`src/rtl/dmaPkg.sv`:
```
package dmaPkg;
  localparam int REG_W = 32;
  localparam int SEL_W = 2;

  localparam logic [SEL_W-1:0] SEL_SRC = 2'd0;
  localparam logic [SEL_W-1:0] SEL_DST = 2'd1;
  localparam logic [SEL_W-1:0] SEL_CNT = 2'd2;
  localparam logic [SEL_W-1:0] SEL_CTL = 2'd3;

  localparam int EN_BIT     = 0;
  localparam int SIZE_LSB   = 1;
  localparam int SRCINC_BIT = 3;
  localparam int DSTINC_BIT = 4;
  localparam int IRQEN_BIT  = 5;
  localparam int DONE_BIT   = 8;

  typedef enum logic [1:0] {
    SZ_BYTE = 2'b00,
    SZ_HALF = 2'b01,
    SZ_WORD = 2'b10,
    SZ_RSVD = 2'b11
  } itemSize_t;

  typedef enum logic [1:0] {
    ST_IDLE,
    ST_READ,
    ST_WRITE,
    ST_UPDATE
  } seqState_t;

  // control -> datapath
  typedef struct packed {
    logic selDst;
    logic captureData;
    logic advance;
  } seqStrobe_t;

  // datapath -> control
  typedef struct packed {
    logic enable;
    logic sizeOk;
    logic done;
    logic lastItem;
  } chanStatus_t;
endpackage

```
`src/rtl/dmaDatapath.sv`:
```
module dmaDatapath
  import dmaPkg::*;
#(
  parameter int ADDR_W = 32,
  parameter int DATA_W = 32,
  parameter int CNT_W  = 24
) (
  input  logic              clk,
  input  logic              rstN,
  input  logic              regWrEn,
  input  logic [SEL_W-1:0]  regSel,
  input  logic [REG_W-1:0]  regWrData,
  output logic [REG_W-1:0]  regRdData,
  input  seqStrobe_t        strobe,
  output chanStatus_t       status,
  output logic [ADDR_W-1:0] mAddr,
  output logic [1:0]        mSize,
  output logic [DATA_W-1:0] mWrData,
  input  logic [DATA_W-1:0] mRdData,
  output logic              irq,
  output logic [CNT_W-1:0]  remaining
);
  localparam int SIDES = 2;

  logic              ctrlEn;
  itemSize_t         ctrlSize;
  logic [SIDES-1:0]  ctrlInc;
  logic              ctrlIrqEn;
  logic              ctrlDone;
  logic [CNT_W-1:0]  countQ;
  logic [DATA_W-1:0] dataQ;
  logic [DATA_W-1:0] itemMask;
  logic [ADDR_W-1:0] stepBytes;
  logic [ADDR_W-1:0] addrNow [SIDES];
  logic              wrCtl;
  logic              wrCnt;
  logic              setDone;

  assign wrCtl   = regWrEn && (regSel == SEL_CTL);
  assign wrCnt   = regWrEn && (regSel == SEL_CNT);
  assign setDone = strobe.advance && status.lastItem;

  always_comb begin
    case (ctrlSize)
      SZ_BYTE: begin stepBytes = ADDR_W'(1); itemMask = DATA_W'(8'hFF);    end
      SZ_HALF: begin stepBytes = ADDR_W'(2); itemMask = DATA_W'(16'hFFFF); end
      default: begin stepBytes = ADDR_W'(4); itemMask = '1;                end
    endcase
  end

  // one address register per side; the side index matches its select code
  for (genvar g = 0; g < SIDES; g++) begin : gSide
    logic [ADDR_W-1:0] addrQ;
    always_ff @(posedge clk or negedge rstN) begin
      if (!rstN)
        addrQ <= '0;
      else if (regWrEn && (regSel == SEL_W'(g)))
        addrQ <= regWrData[ADDR_W-1:0];
      else if (strobe.advance && ctrlInc[g])
        addrQ <= addrQ + stepBytes;
    end
    assign addrNow[g] = addrQ;
  end

  always_ff @(posedge clk or negedge rstN) begin
    if (!rstN)
      countQ <= '0;
    else if (wrCnt)
      countQ <= regWrData[CNT_W-1:0];
    else if (strobe.advance)
      countQ <= countQ - CNT_W'(1);
  end

  always_ff @(posedge clk or negedge rstN) begin
    if (!rstN) begin
      ctrlEn    <= 1'b0;
      ctrlSize  <= SZ_BYTE;
      ctrlInc   <= '0;
      ctrlIrqEn <= 1'b0;
      ctrlDone  <= 1'b0;
    end else begin
      if (wrCtl) begin
        ctrlEn    <= regWrData[EN_BIT];
        ctrlSize  <= itemSize_t'(regWrData[SIZE_LSB +: 2]);
        ctrlInc   <= {regWrData[DSTINC_BIT], regWrData[SRCINC_BIT]};
        ctrlIrqEn <= regWrData[IRQEN_BIT];
      end
      // hardware completion outranks a same-cycle software clear
      if (setDone)
        ctrlDone <= 1'b1;
      else if (wrCtl && !regWrData[DONE_BIT])
        ctrlDone <= 1'b0;
    end
  end

  always_ff @(posedge clk or negedge rstN) begin
    if (!rstN)
      dataQ <= '0;
    else if (strobe.captureData)
      dataQ <= mRdData;
  end

  always_comb begin
    regRdData = '0;
    case (regSel)
      SEL_SRC: regRdData = REG_W'(addrNow[0]);
      SEL_DST: regRdData = REG_W'(addrNow[1]);
      SEL_CNT: regRdData = REG_W'(countQ);
      default: begin
        regRdData[EN_BIT]          = ctrlEn;
        regRdData[SIZE_LSB +: 2]   = ctrlSize;
        regRdData[SRCINC_BIT]      = ctrlInc[0];
        regRdData[DSTINC_BIT]      = ctrlInc[1];
        regRdData[IRQEN_BIT]       = ctrlIrqEn;
        regRdData[DONE_BIT]        = ctrlDone;
      end
    endcase
  end

  assign mAddr     = strobe.selDst ? addrNow[1] : addrNow[0];
  assign mSize     = ctrlSize;
  assign mWrData   = dataQ & itemMask;
  assign irq       = ctrlDone & ctrlIrqEn;
  assign remaining = countQ;

  assign status.enable   = ctrlEn;
  assign status.sizeOk   = (ctrlSize != SZ_RSVD);
  assign status.done     = ctrlDone;
  assign status.lastItem = (countQ == CNT_W'(1));
endmodule

```
`src/rtl/dmaCtrl.sv`:
```
module dmaCtrl
  import dmaPkg::*;
(
  input  logic        clk,
  input  logic        rstN,
  input  logic        mAck,
  input  chanStatus_t status,
  output seqStrobe_t  strobe,
  output logic        mReq,
  output logic        mWe
);
  seqState_t state;
  seqState_t nextState;
  logic      startOk;

  assign startOk = status.enable && status.sizeOk && !status.done;

  always_comb begin
    nextState = state;
    case (state)
      ST_IDLE:   if (startOk) nextState = ST_READ;
      ST_READ:   if (mAck) nextState = ST_WRITE;
      ST_WRITE:  if (mAck) nextState = ST_UPDATE;
      ST_UPDATE: begin
        if (status.lastItem || !status.enable)
          nextState = ST_IDLE;
        else
          nextState = ST_READ;
      end
      default:   nextState = ST_IDLE;
    endcase
  end

  always_ff @(posedge clk or negedge rstN) begin
    if (!rstN)
      state <= ST_IDLE;
    else
      state <= nextState;
  end

  assign mReq               = (state == ST_READ) || (state == ST_WRITE);
  assign mWe                = (state == ST_WRITE);
  assign strobe.selDst      = (state == ST_WRITE);
  assign strobe.captureData = (state == ST_READ) && mAck;
  assign strobe.advance     = (state == ST_UPDATE);
endmodule

```
`src/rtl/dmaChannel.sv`:
```
module dmaChannel
  import dmaPkg::*;
#(
  parameter int ADDR_W = 32,
  parameter int DATA_W = 32,
  parameter int CNT_W  = 24
) (
  input  logic              clk,
  input  logic              rstN,
  input  logic              regWrEn,
  input  logic [SEL_W-1:0]  regSel,
  input  logic [REG_W-1:0]  regWrData,
  output logic [REG_W-1:0]  regRdData,
  output logic              mReq,
  output logic              mWe,
  output logic [ADDR_W-1:0] mAddr,
  output logic [1:0]        mSize,
  output logic [DATA_W-1:0] mWrData,
  input  logic              mAck,
  input  logic [DATA_W-1:0] mRdData,
  output logic              irq
);
  seqStrobe_t       seqStb;
  chanStatus_t      dpStat;
  logic [CNT_W-1:0] remaining;

  dmaCtrl ctrl_i (
    .clk    (clk),
    .rstN   (rstN),
    .mAck   (mAck),
    .status (dpStat),
    .strobe (seqStb),
    .mReq   (mReq),
    .mWe    (mWe)
  );

  dmaDatapath #(
    .ADDR_W (ADDR_W),
    .DATA_W (DATA_W),
    .CNT_W  (CNT_W)
  ) dp_i (
    .clk       (clk),
    .rstN      (rstN),
    .regWrEn   (regWrEn),
    .regSel    (regSel),
    .regWrData (regWrData),
    .regRdData (regRdData),
    .strobe    (seqStb),
    .status    (dpStat),
    .mAddr     (mAddr),
    .mSize     (mSize),
    .mWrData   (mWrData),
    .mRdData   (mRdData),
    .irq       (irq),
    .remaining (remaining)
  );
endmodule

```
`config.mk`:
```
export PLATFORM = sky130hd
export DESIGN_NAME = dmaChannel
export DESIGN_NICKNAME = d
export VERILOG_FILES = /design/src/rtl/dmaPkg.sv /design/src/rtl/dmaDatapath.sv /design/src/rtl/dmaCtrl.sv /design/src/rtl/dmaChannel.sv
export SDC_FILE = /design/constraint.sdc
export NUM_CORES = 1
export LEC_CHECK = 0
export BUFFER_PORTS_ARGS = -buffer_cell sky130_fd_sc_hd__buf_2
export CORE_MARGIN = 2
export CORE_UTILIZATION = 23
export DETAILED_ROUTE_END_ITERATION = 10
export PLACE_DENSITY_LB_ADDON = 0.15
export SLEW_MARGIN = 25
export SYNTH_ARGS = -nofsm -noshare
export SYNTH_HDL_FRONTEND = slang
export SYNTH_HIERARCHICAL = 1
export SYNTH_SLANG_ARGS = --single-unit
```
`constraint.sdc`:
```
create_clock -name clk -period 8.99 [get_ports clk]
set_clock_uncertainty 0.1 [all_clocks]
set_input_delay 1.798 -clock clk [delete_from_list [all_inputs] [get_ports clk]]
set_output_delay 1.798 -clock clk [all_outputs]
set_load 0.02 [all_outputs]
```
After elaboration in Yosys (flattened, before gate mapping)
Cells that the tools add are included.
{"block": "classes", "n_addsub": 3, "n_eq_ne": 12, "muxes": 20, "bitwise": 2, "reduce_logical": 24}
{"op": "2-to-1 mux 32 bit", "count": 5}
{"op": "case mux 23 bit (3 select lines)", "count": 1}
{"op": "adder 32 x 3 -> 32 bit", "count": 2}
{"op": "case mux 32 bit (2 select lines)", "count": 1}
{"op": "2-to-1 mux 24 bit", "count": 2}
{"op": "bitwise AND 32 bit", "count": 1}
{"op": "== test 24 x 1 -> 1 bit (second input constant)", "count": 1}
{"op": "subtractor 24 x 1 -> 24 bit (second input constant)", "count": 1}
{"op": "case mux 6 bit (3 select lines)", "count": 1}
{"op": "logical AND 1 bit", "count": 11}
{"op": "== test 2 bit (second input constant)", "count": 4}
{"op": "case mux 2 bit (4 select lines)", "count": 1}
{"op": "nonzero test 2 bit", "count": 4}
{"op": "== test 2 x 1 -> 1 bit (second input constant)", "count": 3}
{"op": "logical NOT 2 bit", "count": 3}
{"op": "2-to-1 mux 2 bit", "count": 3}
{"op": "case mux 2 bit (3 select lines)", "count": 1}
{"op": "case mux 3 bit (2 select lines)", "count": 1}
{"op": "inequality test 2 x 1 -> 1 bit (second input constant)", "count": 2}
{"op": "inequality test 2 bit (second input constant)", "count": 2}
{"op": "logical NOT 1 bit", "count": 3}
{"op": "2-to-1 mux 1 bit", "count": 3}
{"op": "case mux 1 bit (3 select lines)", "count": 1}
{"op": "AND reduction 3 bit", "count": 1}
{"op": "2 further kinds", "count": 3}
{"block": "totals", "reg_bits": 129, "inputBits": 70, "output_inout_bits": 101, "wordCells": 71}

Logic depth before layout (Yosys ltp)
Gate-level depths: netlist of run 1.
{"block": "logic_depth", "word_depth": 5, "depth_mapped": 11, "depth_no_buf": 8}

By module
The synthesis of run 1 kept the hierarchy.
{"mod": "dmaDatapath", "n_inst": 1, "cells_per_inst": 844, "area_per_inst_um2": 7773.7, "seq_area_each_um2": 3178.0}
{"mod": "dmaCtrl", "n_inst": 1, "cells_per_inst": 20, "area_per_inst_um2": 246.5, "seq_area_each_um2": 50.0}

Worst setup path before layout of run 1
Ideal clock, no wire load.
{"block": "synth_path", "path_type": "input port to output port", "startpoint": "input regSel[0]", "endpoint": "output regRdData[13]", "arrival_ps": 3381, "required_time_ps": 7092, "path_slack_ps": 3711, "stages": 5, "n_path_buf": 3, "path_cell_list": "clkbuf_1 buf_2 buf_2 mux2i_1 o21ai_0"}
{"block": "synth_via", "elab_chain_cells": 2, "word_cells_on_any_way": 4, "classes_between": "2 x eq/ne; 1 x mux; 1 x reduce/logical"}
{"element": "start, declared", "line": "dmaChannel.sv:11", "source": "input logic [SEL_W-1:0] regSel,"}
{"element": "== test 2 bit, or another cell as far along", "line": "dmaDatapath.sv:105", "source": "case (regSel)"}
{"element": "case mux 23 bit (3 select lines) *", "line": "dmaDatapath.sv:105"}
{"element": "end, declared", "line": "dmaChannel.sv:13", "source": "output logic [REG_W-1:0] regRdData,"}
Mark *: on every way between the ends. The rest lies on a longest branch, timed or not.

Final worst setup path of run 1
{"block": "layout_path", "startpoint": "input regSel[1]", "endpoint": "output regRdData[19]"}
Same word-level chain as after synthesis.

==> results of run 1 <==
critical path, cell delays in order:
cell,delay [ns]
sky130_fd_sc_hd__buf_2,0.64
sky130_fd_sc_hd__nor2b_2,0.93
sky130_fd_sc_hd__nand2_1,0.12
sky130_fd_sc_hd__o21ai_0,0.10
sky130_fd_sc_hd__buf_2,0.19
layout make-up:
type                       instances  area share
multi-input combinational        654       0.449
timing repair buffer             177      0.0917
sequential                       129       0.326
clock buffer                      20      0.0470
antenna                            1    0.000252
inverter                          16     0.00605
tap                              455      0.0574
clock inverter                    12      0.0230
state kept, by name, indices dropped and copies added (netlist names):
name / count
dp_i/ctrlInc: 2
dp_i/remaining: 24
dp_i/ctrlEn: 1
dp_i/mSize: 2
dp_i/ctrlDone: 1
dp_i/dataQ: 32
ctrl_i/state: 2
dp_i/gSide.addrQ: 64
dp_i/ctrlIrqEn: 1
power by group:
| part | internal, W | switching [W] | total, W |
|---|---|---|---|
| clock network | 0.000544 | 0.000287 | 0.000831 |
| logic | 0.000480 | 0.000636 | 0.00112 |
| registers | 0.000755 | 0.000207 | 0.000962 |
| total | 0.00178 | 0.00113 | 0.00291 |
cell usage after synthesis, drive strengths merged:
master and n:
a211o 2, a211oi 5, a21o 1, a21oi 33, a2bb2oi 1, a311oi 1, a31oi 8, and2 21
and3 4, and3b 2, and4 4, buf 29, clkbuf 36, dfrtp 129, ha 11, inv 16
mux2 67, mux2i 29, mux4 7, nand2 105, nand2b 1, nand3 24, nand3b 4, nand4 13
nand4b 2, nor2 66, nor2b 9, nor3 26, nor3b 5, nor4 24, nor4b 1, o21ai 82
o21ba 1, o31ai 1, or2 1, or3 10, or4 5, xnor2 66, xor2 12
final timing paths:
check | startpoint | endpoint | slack [ns] | cells after the start
setup reg to reg | dp_i/mSize[1] | dp_i/gSide[1].addrQ[26] | 5.15 | 9
hold / removal | dp_i/dataQ[19] | dp_i/dataQ[19] | 0.40 | 1
hold reg to reg | dp_i/dataQ[19] | dp_i/dataQ[19] | 0.40 | 1
setup / recovery | regSel[1] | regRdData[19] | 3.23 | 5
max in group asynchronous | rstN | dp_i/mSize[1] | 6.18 | 2
min in group asynchronous | rstN | dp_i/remaining[15] | 1.30 | 1
stage by stage:
stage	cell area (sq um)	total power [W]	hold slack [ns]
6_report	9920	0.00291	0.397
4_1_cts	9910	0.00296	0.403
3_5_place_dp	9220	0.00210	0.389
3_3_place_gp	9210	0.00210	0.381
2_1_floorplan	8020	0.00173	0.373
5_1_grt	9920	0.00309	0.411
metal layers:
layer | global-route usage | vias to the layer above
met4 | 0.0408 | 0
met3 | 0.0385 | 17
li1 | - | 3280
met2 | 0.237 | 157
met1 | 0.208 | 3159
met5 | 0 | -
cell families (layout without fill, tap and decap cells):
family	after synthesis	after routing	share of synthesized area
xor gates and xnor gates	78	78	0.0852
and+or+nand+nor	327	327	0.205
muxes	103	103	0.150
DFF	129	129	0.402
adders and majority gates	11	11	0.0172
AOI/OAI and AO/OA	135	135	0.0942
other	0	1	0
buffers and inverters	81	225	0.0452
==> flow_results.org, run 1 <==
** Pwr
- PD cells :: 293 nW/um^2
- Reported leakage power :: 4.01 nW
- Max IR drop VDD :: 0.202 mV

** Layout
- Layout Utilization :: 0.288
- Layout Nets :: 1076
- Commonest non-fill, non-tap cells in the layout :: sky130_fd_sc_hd__buf_2 (169), sky130_fd_sc_hd__dfrtp_1 (128), sky130_fd_sc_hd__nand2_1 (105)
- Area overhead of the layout relative to synthesis :: 23.7%
- Number of inserted filler cells in the final layout :: 3711
- Of the cells placed in the final design, the portion with a size suffix greater than 1 is 0.298.
- The library cell used most frequently in the layout, excluding fill and tap cells, is sky130_fd_sc_hd__buf_2.
- Number of standard cells in the layout, taps in and fillers out :: 1464
- Area occupied by multi-input gates :: 4460 sq um
- The sequential cells in the finished layout cover a total of 3230 sq um.

** STA
- The max-slew violation count was 0.
- The worst path meets setup with 3.23 ns of slack.
- Slew of the pin with the lowest slew margin :: 0.967 ns
- Post-layout minimum cycle time :: 5.76 ns
- Count of final setup violators :: 0
- In the finished design, the share of the clock period the worst path needs comes to 0.641.
- Based on the critical path, the design can be clocked at up to 174 MHz.
- In this run the tightest slew margin relative to its limit is 0.350.
- Endpoints failing hold :: 0
- Summed negative setup slack over all endpoints :: 0 ns
- Setup repair after global routing left no endpoint under its margin.

** Global route
- Number of global-route vias before repair :: 6651
- Global route overflow :: 0
- Entering global routing, the biggest net connects 78 pins.
- The number of antenna violations at the first check in global routing is 1.
- The first global-routing pass estimated 41.4 mm of wire.
- For this run, the total global-route usage over all layers was measured as 0.152.

** Floorplan
- Total Die Area :: 36400 sq um
- The initial utilization of the core area, before any placement, comes to 0.233.
- Total core area :: 34500 sq um
- Die outline width :: 191 microns
- Ports :: 171
- In this run the core area contains 68 standard-cell rows.
- Vertical die dimension :: 191 microns

** Synth
- The number of nets handed over by synthesis was 945.
- Main area contributors after synthesis :: sky130_fd_sc_hd__dfrtp_1 (40%), sky130_fd_sc_hd__mux2_2 (9.3%), sky130_fd_sc_hd__xnor2_1 (7.2%), sky130_fd_sc_hd__nand2_1 (4.9%), sky130_fd_sc_hd__o21ai_0 (4.1%)
- Synthesized area divided by synthesized cell count :: 9.28 sq um
- Distinct cell type count after synthesis :: 53
- Synthesis inferred 129 register bits.
- The share of the Yosys chip area taken by registers is 0.402.
- Cell accounting for the most synthesized area :: sky130_fd_sc_hd__dfrtp_1
- The cell area that synthesis handed to floorplanning was 8020 sq um.
- Of the post-synthesis cell area, the dominant cell type holds 0.402.
- For this run, the number of Yosys warnings is 6.
- Synthesis handed over a netlist of 864 instances.

** Placement
- The HPWL after detailed placement is 18.8 mm.
- Buffers placed on the I/O ports in this run total 170.
- Placed cell count :: 1431
- At the placement stage, the worst setup path has a slack of 3.18 ns.
- Routability-driven placement finished with a final weighted congestion of 0.773.

** Routing
- Count of nets left with antenna violations after detail routing :: 0
- In this run, the number of DRC markers left after iteration 0 of detailed routing was 443.
- In the routed design, unresolved DRC markers number 0.
- Wire length per cell :: 18.3 microns
- The routed design has 26.8 mm of wire.
- Detailed-routed wire length on met2 :: 12.1 mm
- Total routed wire length on the met1 layer :: 12.9 mm
- Sum of met3 wire segment lengths after detailed routing :: 1.45 mm
- Across all layers, the routed design uses 6613 vias.
- Avg Vias per Cell :: 4.52
- The highest metal layer carrying signal wires in the routed design is met4.
- For this run, the detailed router's first-pass iteration total came to 5.

** Clock network
- In this run the number of H-tree levels came out at 4.
- CTS max path bufs :: 2
- Clock tree from TritonCTS :: built
- Clock latency on the worst-skew pair, taken at its later pin, is 0.44 ns.
- After clock tree synthesis, the clock-pin slew on the worst setup and hold paths is 0.06 ns.
- Root buffer selected by CTS :: sky130_fd_sc_hd__clkbuf_16
- CTS saw 129 sinks.
- Number of resized instances in the post-cts repair step :: 0
- # Post-CTS Setup Buffers :: 0
- The number of clock buffers added by TritonCTS is 17.
- For this design, the CTS-stage hold fixing added 0 buffers.

** Critical path
- In this run the worst path has a maximum fanout of 37.
- The worst setup path is launched from an input port.
- The critical path in this run is classified as input port to primary output.
- Required arrival time at the worst endpoint :: 7.09 ns
- CP Capture Type :: primary output
- Data arrives at the worst endpoint at 3.86 ns.

** Run
- Max-Cap Viols :: 0

** Min path
- The tightest min-delay check is of the flip-flop to flip-flop type.

** Outcome
- The run finished with clean final reports.
No activity file was read; power rests on OpenSTA's default activity.
==> run 2: changes to the inputs <==
==> constraint.sdc (replaced) <==
create_clock -name clk -period 5.13 [get_ports clk]
set_clock_uncertainty 0.1 [all_clocks]
set_input_delay 1.026 -clock clk [delete_from_list [all_inputs] [get_ports clk]]
set_output_delay 1.026 -clock clk [all_outputs]
set_load 0.02 [all_outputs]
==> run 2 against run 1 <==
Against the previous run:
- sequential share of layout area up 0.31 points
- routed wire length up 3.2%
- worst setup slack worse by 1.9 ns
- design area down 0.97%
- via count up 1.6%
- final cell count up 0.34%
- highest routed layer is now met5
==> flow_results.org, run 2 (synthesized netlist as in run 1, its figures left out) <==
** Clock network
- TritonCTS built the clock tree.
- Count of hold buffers inserted by post-cts repair :: 0 (unchanged)
- Root buffer selected by CTS :: sky130_fd_sc_hd__clkbuf_16
- Number of sinks driven by the clock tree :: 129 (unchanged)
- The setup fix buffers added after clock tree synthesis came to 0 (unchanged).
- The buffer depth of the longest clock path came to 2 (unchanged).
- Maximum level of the CTS H-tree :: 4 (unchanged)
- The number of gates resized after CTS was 0 (unchanged).
- Clock transition at the register clock pins on the worst setup and hold paths after CTS :: 0.06 ns (about the same)
- The clock insertion delay at the later pin of the skew report came to 0.43 ns (about the same).
- Number of CTS-inserted buffers :: 17 (unchanged)

** STA
- The max-slew violation count is 0 (unchanged).
- The transition time at the pin with the least slew margin is 1.01 ns (+0.0425 ns).
- The routed design could run at a clock period as short as 3.85 ns.
- The number of endpoints with negative hold slack in the final report is 0 (unchanged).
- Dividing the final minimum period by the clock period gives 0.750.
- The final-layout setup total negative slack is 0 ns (unchanged).
- The setup-violating endpoint count in the final report is 0 (unchanged).
- Fmax :: 260 MHz
- RSZ-0062 raised after global routing :: no
- Smallest setup slack after layout :: 1.28 ns (-1.95 ns)
- Worst-case headroom to the max-slew limit :: 0.321 (-0.0286)

** Critical path
- The critical path in this run is classified as input port to primary output.
- The worst setup path is captured at a primary output.
- In this design, the critical path's most frequently occurring cell is sky130_fd_sc_hd__buf_2.
- The signal on the critical path passes through buf_2, buf_4, mux4_2, buf_2.
- The largest fanout of any net on the critical path was 25 (-32%).
- The worst path arrival time was 2.72 ns (-1.14 ns).
- The worst setup path is launched from an input port.
- Slowest cell on crit path :: sky130_fd_sc_hd__buf_2
- The setup slack of the most critical reg-to-reg path is 1.90 ns (-3.25 ns).
- The critical path buffer and inverter count came to 3 (+1).
- CP peak stage delay :: 0.71 ns (-0.22 ns)
- Cell depth of the worst flop-to-flop path :: 6 (-3)
- In this run the critical register-to-register path is launched from ctrl_i/state[1].
- Category of cells accounting for the largest share of critical-path delay :: buffers and inverters
- R2R Path End :: dp_i/gSide[1].addrQ[30]
- The worst path required time is 4.00 ns (-3.09 ns).

** Routing
- The per-cell via count in the routed design is 4.57 (+1.2%).
- The number of iterations in the first detailed-routing pass is 5 (unchanged).
- Vias after detailed routing :: 6718 (+1.6%)
- The wire length per cell is 18.8 microns (+2.8%).
- Count of nets left with antenna violations after detail routing :: 0 (unchanged)
- The aggregate routed wire length was 27.7 mm (+3.2%).
- The residual DRC count was 0 (unchanged).
- Number of DRC violations after detailed-routing iteration 0 :: 396 (-11%)

** Run
- Max-Cap Viols :: 0 (unchanged)

** Floorplan
- The initial core utilization was 0.233 (unchanged).
- Total core area :: 34500 sq um (unchanged)
- The height of the chip came to 191 microns (unchanged).
- The horizontal extent of the die is 191 microns (unchanged).
- The top-level I/O count was 171 (unchanged).
- The total number of placement rows was 68 (unchanged).
- The total die area is 36400 sq um (unchanged).

** Global route
- The global-route wire length before repair came to 42.6 mm (+2.9%).
- The number of antenna violations at the first check in global routing was 1 (unchanged).
- Global route overflow :: 0 (unchanged)
- The largest net degree at the start of global routing came to 62 (-21%).
- The via count of the first global-routing pass came to 6768 (+1.8%).
- The global router's overall resource usage came to 0.156 (+0.00431).

** Pwr
- The leakage power total was 3.98 nW (-0.74%).
- The power density normalized to cell area was 496 nW/um^2 (+69%).
- Max IR drop VDD :: 0.293 mV (+45%)

** Placement
- Placer's final routability congestion estimate :: 0.733 (-5.2%)
- The quantity of I/O buffers inserted on ports was 170 (unchanged).
- The placed wire-length estimate after detailed placement is 20.1 mm (+7.0%).
- Pre-CTS setup slack :: 1.27 ns (-1.91 ns)

** Layout
- The net count of the finished layout came to 1083 (+0.65%).
- Compared with the post-synthesis result, the final layout area differs by 22.5%.
- The diode insertion count for antenna repair came to 0 (-1).
- The number of flip-flops under the largest register name is 64 (unchanged).
- Counting flops per register, the top entry is dp_i/gSide.addrQ.
- Layout cell share with drive strength beyond 1 :: 0.300 (+0.00218)
- The library cell used most frequently in the layout, excluding fill and tap cells, is sky130_fd_sc_hd__buf_2.
- The top cell types in the final layout, fill and taps aside, are sky130_fd_sc_hd__buf_2 (169), sky130_fd_sc_hd__dfrtp_1 (129), sky130_fd_sc_hd__nand2_1 (105).

** Min path
- For hold timing, the worst endpoint is dp_i/dataQ[15].
- Hold path startpoint :: dp_i/dataQ[15]
- The cell depth of the worst hold path was 1 (unchanged).
- Path type of the worst min-delay path :: flip-flop to flip-flop

** Outcome
- The flow ran to the end, and the final reports show no timing, DRC or antenna violations.
## run 2: cell count changes in the layout (fill, tap and decap cells not counted), sizes merged
cell	before	now
bufinv	6	2
buf	177	184
clkbuf	20	17
clkinv	4	8
clkinvlp	1	3
diode	1	0
## run 2: power breakdown
part,internal (W),switching (W)
Combinational,0.000842,0.00112
Sequential,0.00132,0.000379
Clock,0.000710,0.000495
## run 2: worst max path at each step
stage,start,cells after the start,slack (ns),to
final,regSel[0],4,1.28,regRdData[2]
after global placement,regSel[0],4,1.31,regRdData[2]
after global routing,ctrl_i/state[0],5,1.20,mAddr[15]
after CTS,regSel[0],4,1.27,regRdData[2]
after detailed placement,regSel[0],4,1.27,regRdData[2]
after floorplan,regSel[0],5,1.40,regRdData[13]
## run 2: worst reg2reg max path: cells and delay by family, from the launching register on
family	cells	cell delay, ns
AO/OA/AOI/OAI	1	0.16
adder cells (fa/ha/maj)	1	0.55
flip-flops	1	0.42
AND/OR/NAND/NOR	4	1.91
## run 2: layout make-up
type,instances,area [sq um]
Tap cell,455,569
Sequential cell,129,3230
Inverter,16,60.1
Clock buffer,17,425
Clock inverter,14,143
Timing Repair Buffer,184,962
Multi-Input combinational cell,654,4440
Fill cell,3738,24600
## run 2: metrics by stage
step                      std cells  utilization  instance area (sq um)  hold WS, ns  power, W
after detailed placement       1438        0.269                   9260        0.388   0.00370
after CTS                      1469        0.285                   9820        0.403   0.00495
final                          1469        0.285                   9820        0.397   0.00487
after floorplan                 864            -                   8020        0.373   0.00304
after global routing           1469        0.285                   9820        0.408   0.00519
after global placement         1438        0.269                   9260        0.382   0.00370
## run 2: per-layer routing
layer  vias to the layer above  routed length (microns)  GRT usage
met2                       168                    12500      0.246
met3                        16                     1430     0.0340
met4                         2                      251     0.0379
met1                      3236                    13500      0.217
met5                         -                       16          0
li1                       3296                        -          -
==> run 3: changes to the inputs <==
==> constraint.sdc (replaced) <==
create_clock -name clk -period 3.4 [get_ports clk]
set_clock_uncertainty 0.1 [all_clocks]
set_input_delay 0.68 -clock clk [delete_from_list [all_inputs] [get_ports clk]]
set_output_delay 0.68 -clock clk [all_outputs]
set_load 0.02 [all_outputs]
==> run 3 against run 2 <==
Against the previous run:
- worst setup slack lost 0.77 ns
- non-clock buffer count grew 13
- first-iteration DRC count fell by 21%
- critical path depth is 1 higher
- final cell count grew 0.95%
- sequential share of layout area decreased by 0.79 points
- register-to-register slack got worse by 1.3 ns
- combinational power grew 54%
==> flow_results.org, run 3 (synthesized netlist as in run 1, its figures left out) <==
** Clock network
- # Post-CTS Setup Buffers :: 0 (unchanged)
- Number of CTS-inserted buffers :: 17 (unchanged)
- The buffer depth of the longest clock path came to 2 (unchanged).
- TritonCTS built the clock tree.
- The register clock-pin slew on the reported worst setup and hold paths was 0.06 ns (about the same).
- The number of H-tree branching levels was 4 (unchanged).
- Root buffer selected by CTS :: sky130_fd_sc_hd__clkbuf_16
- The clock insertion delay at the later pin of the skew report came to 0.43 ns (about the same).
- Number of sinks driven by the clock tree :: 129 (unchanged)
- Count of hold buffers inserted by post-cts repair :: 0 (unchanged)
- The number of gates resized after CTS was 0 (unchanged).

** STA
- Slew of the pin with the lowest slew margin :: 0.819 ns (-0.190 ns)
- Summed negative setup slack over all endpoints :: 0 ns (unchanged)
- Smallest setup slack after layout :: 0.514 ns (-0.769 ns)
- Static timing analysis puts the maximum clock frequency at 346 MHz.
- The worst slack on hold paths is 0.143 ns (-0.253 ns).
- The max-slew violation count is 0 (unchanged).
- The number of endpoints with negative hold slack in the final report is 0 (unchanged).
- The tightest slew margin relative to the limit was 0.454 (+0.133).
- Share of the clock period used by the worst path :: 0.849
- Post-layout minimum cycle time :: 2.89 ns
- The setup-violating endpoint count in the final report is 0 (unchanged).
- Setup repair after global routing left no endpoint under its margin.

** Critical path
- Required arrival time at the worst endpoint :: 2.62 ns (-1.38 ns)
- Critical path's most frequent cell :: sky130_fd_sc_hd__buf_2
- Among all stages on the critical path, the largest delay is contributed by sky130_fd_sc_hd__buf_2.
- The worst setup path is captured at a primary output.
- CP Data Arrival Time :: 2.11 ns (-0.61 ns)
- Worst-path cell chain :: buf_2, buf_4, mux2i_1, o21ai_0, buf_2
- Type of the setup path with the least slack :: input port to primary output
- STA classifies the critical path startpoint as an input port.
- The delay of the slowest cell on the worst path came to 0.48 ns (-0.23 ns).
- Largest driver fanout on the critical path :: 17 (-32%)

** Global route
- Number of global-route vias before repair :: 6936 (+2.5%)
- Global-route total usage across every layer :: 0.160 (+0.00375)
- The number of antenna violations at the first check in global routing came to 1 (unchanged).
- The largest net degree at the start of global routing came to 65 (+4.8%).
- Wire length of the first global-routing pass :: 43.2 mm (+1.5%)
- The sum of overflow across all layers after global routing was 0 (unchanged).

** Floorplan
- Starting density of the core :: 0.233 (unchanged)
- The total number of placement rows came to 68 (unchanged).
- Total Die Area :: 36400 sq um (unchanged)
- The top-level I/O count was 171 (unchanged).
- Vertical die dimension :: 191 microns (unchanged)
- Die outline width :: 191 microns (unchanged)
- Total core area :: 34500 sq um (unchanged)

** Layout
- The library cells used most frequently in the layout, excluding fill and tap cells, are sky130_fd_sc_hd__buf_2 (169), sky130_fd_sc_hd__dfrtp_1 (129), sky130_fd_sc_hd__nand2_1 (105).
- More flip-flops sit in one register than any other, and that register is dp_i/gSide.addrQ.
- Flip-flop count of the largest register, all copies and words added :: 64 (unchanged)
- Number of inserted filler cells in the final layout :: 3682 (-1.5%)
- Layout Utilization :: 0.292 (+0.00704)
- Area occupied by multi-input gates :: 4440 sq um (unchanged)
- Area overhead of the layout relative to synthesis :: 25.5%
- The net count of the finished layout was 1096 (+1.2%).
- The diode insertion count for antenna repair came to 0 (unchanged).
- The area taken by flip-flops and latches is 3230 sq um (unchanged).
- Layout cell share with drive strength beyond 1 :: 0.309 (+0.00954)
- Most common library cell in the layout ignoring fill and taps :: sky130_fd_sc_hd__buf_2

** Routing
- The first-iteration detailed-routing DRC count came to 314 (-21%).
- Count of nets left with antenna violations after detail routing :: 0 (unchanged)
- The per-cell via count in the routed design came to 4.52 (-1.2%).
- DRC violations left :: 0 (unchanged)
- The aggregate routed wire length was 27.8 mm (+0.51%).
- Number of detailed-route iterations in the first pass :: 4 (-1)
- Vias after detailed routing :: 6704 (-0.21%)
- Wire length per cell :: 18.7 microns (-0.44%)

** Run
- Max-Cap Viols :: 0 (unchanged)

** Placement
- The placed wire-length estimate after detailed placement is 20.7 mm (+2.8%).
- The last weighted congestion value of the routability-driven placer was 0.772 (+5.4%).
- The quantity of I/O buffers inserted on ports came to 170 (unchanged).
- The pre-CTS setup slack came to 0.450 ns (-0.824 ns).

** Outcome
- Result of the run :: complete, no violations

** Pwr
- Reported leakage power :: 4.09 nW (+2.8%)
- The power density normalized to cell area came to 766 nW/um^2 (+54%).
- The maximum vdd drop came to 0.409 mV (+40%).

** Min path
- Path type of the worst min-delay path :: input port to async pin
[run 3: cell types whose count changed in the layout (fill, tap and decap cells not counted)]
| cell | change |
|---|---|
| sky130_fd_sc_hd__bufinv_16 | +4 |
| sky130_fd_sc_hd__clkbuf_8 | +1 |
| sky130_fd_sc_hd__buf_4 | +10 |
| sky130_fd_sc_hd__clkinv_4 | -2 |
| sky130_fd_sc_hd__clkinvlp_4 | +2 |
| sky130_fd_sc_hd__buf_12 | +3 |
| sky130_fd_sc_hd__inv_6 | -1 |
| sky130_fd_sc_hd__clkinv_2 | -3 |
[run 3: final timing paths]
kind                                 from                       to  slack, ns  cells past startpoint
min                                  rstN       dp_i/remaining[15]       0.14                      1
min reg2reg                dp_i/dataQ[15]           dp_i/dataQ[15]       0.40                      1
min in group clk              mRdData[20]           dp_i/dataQ[20]       0.38                      2
max reg2reg                 dp_i/mSize[0]  dp_i/gSide[1].addrQ[26]       0.64                      8
max                             regSel[0]            regRdData[23]       0.51                      5
max in group asynchronous            rstN           dp_i/dataQ[17]       2.31                      2
[run 3: critical path, delay by kind of cell]
family / cells / cell delay, ns
multiplexers: 1 / 0.23
buffers and inverters: 3 / 1.05
AO/OA/AOI/OAI: 1 / 0.10
[run 3: metal layers]
metal / GRT usage / up-vias / wire [microns] / part of all wire
li1: - / 3323 / - / -
met1: 0.224 / 3207 / 13600 / 0.49
met2: 0.247 / 154 / 12500 / 0.45
met3: 0.0359 / 18 / 1410 / 0.051
met4: 0.0435 / 2 / 236 / 0.0085
met5: 0 / - / 11 / 0.00040
[run 3: area by class of cell]
class                      count  share of cell area
multi-input combinational    654               0.441
sequential                   129               0.321
timing repair buffer         197               0.109
tap                          455              0.0565
clock buffer                  18              0.0436
clock inverter                14              0.0235
inverter                      16             0.00597
[run 3: power by group]
group,internal [W],total [W],switching (W)
sequential,0.00200,0.00255,0.000555
combinational,0.00130,0.00301,0.00170
clock,0.00139,0.00215,0.000759
[run 3: per-stage QoR]
step	cell area [sq um]	std cells	total power [W]
4_1_cts	10100	1483	0.00784
3_5_place_dp	9390	1451	0.00563
5_1_grt	10100	1483	0.00822
6_report	10100	1483	0.00771
2_1_floorplan	8020	864	0.00458
3_3_place_gp	9390	1451	0.00563
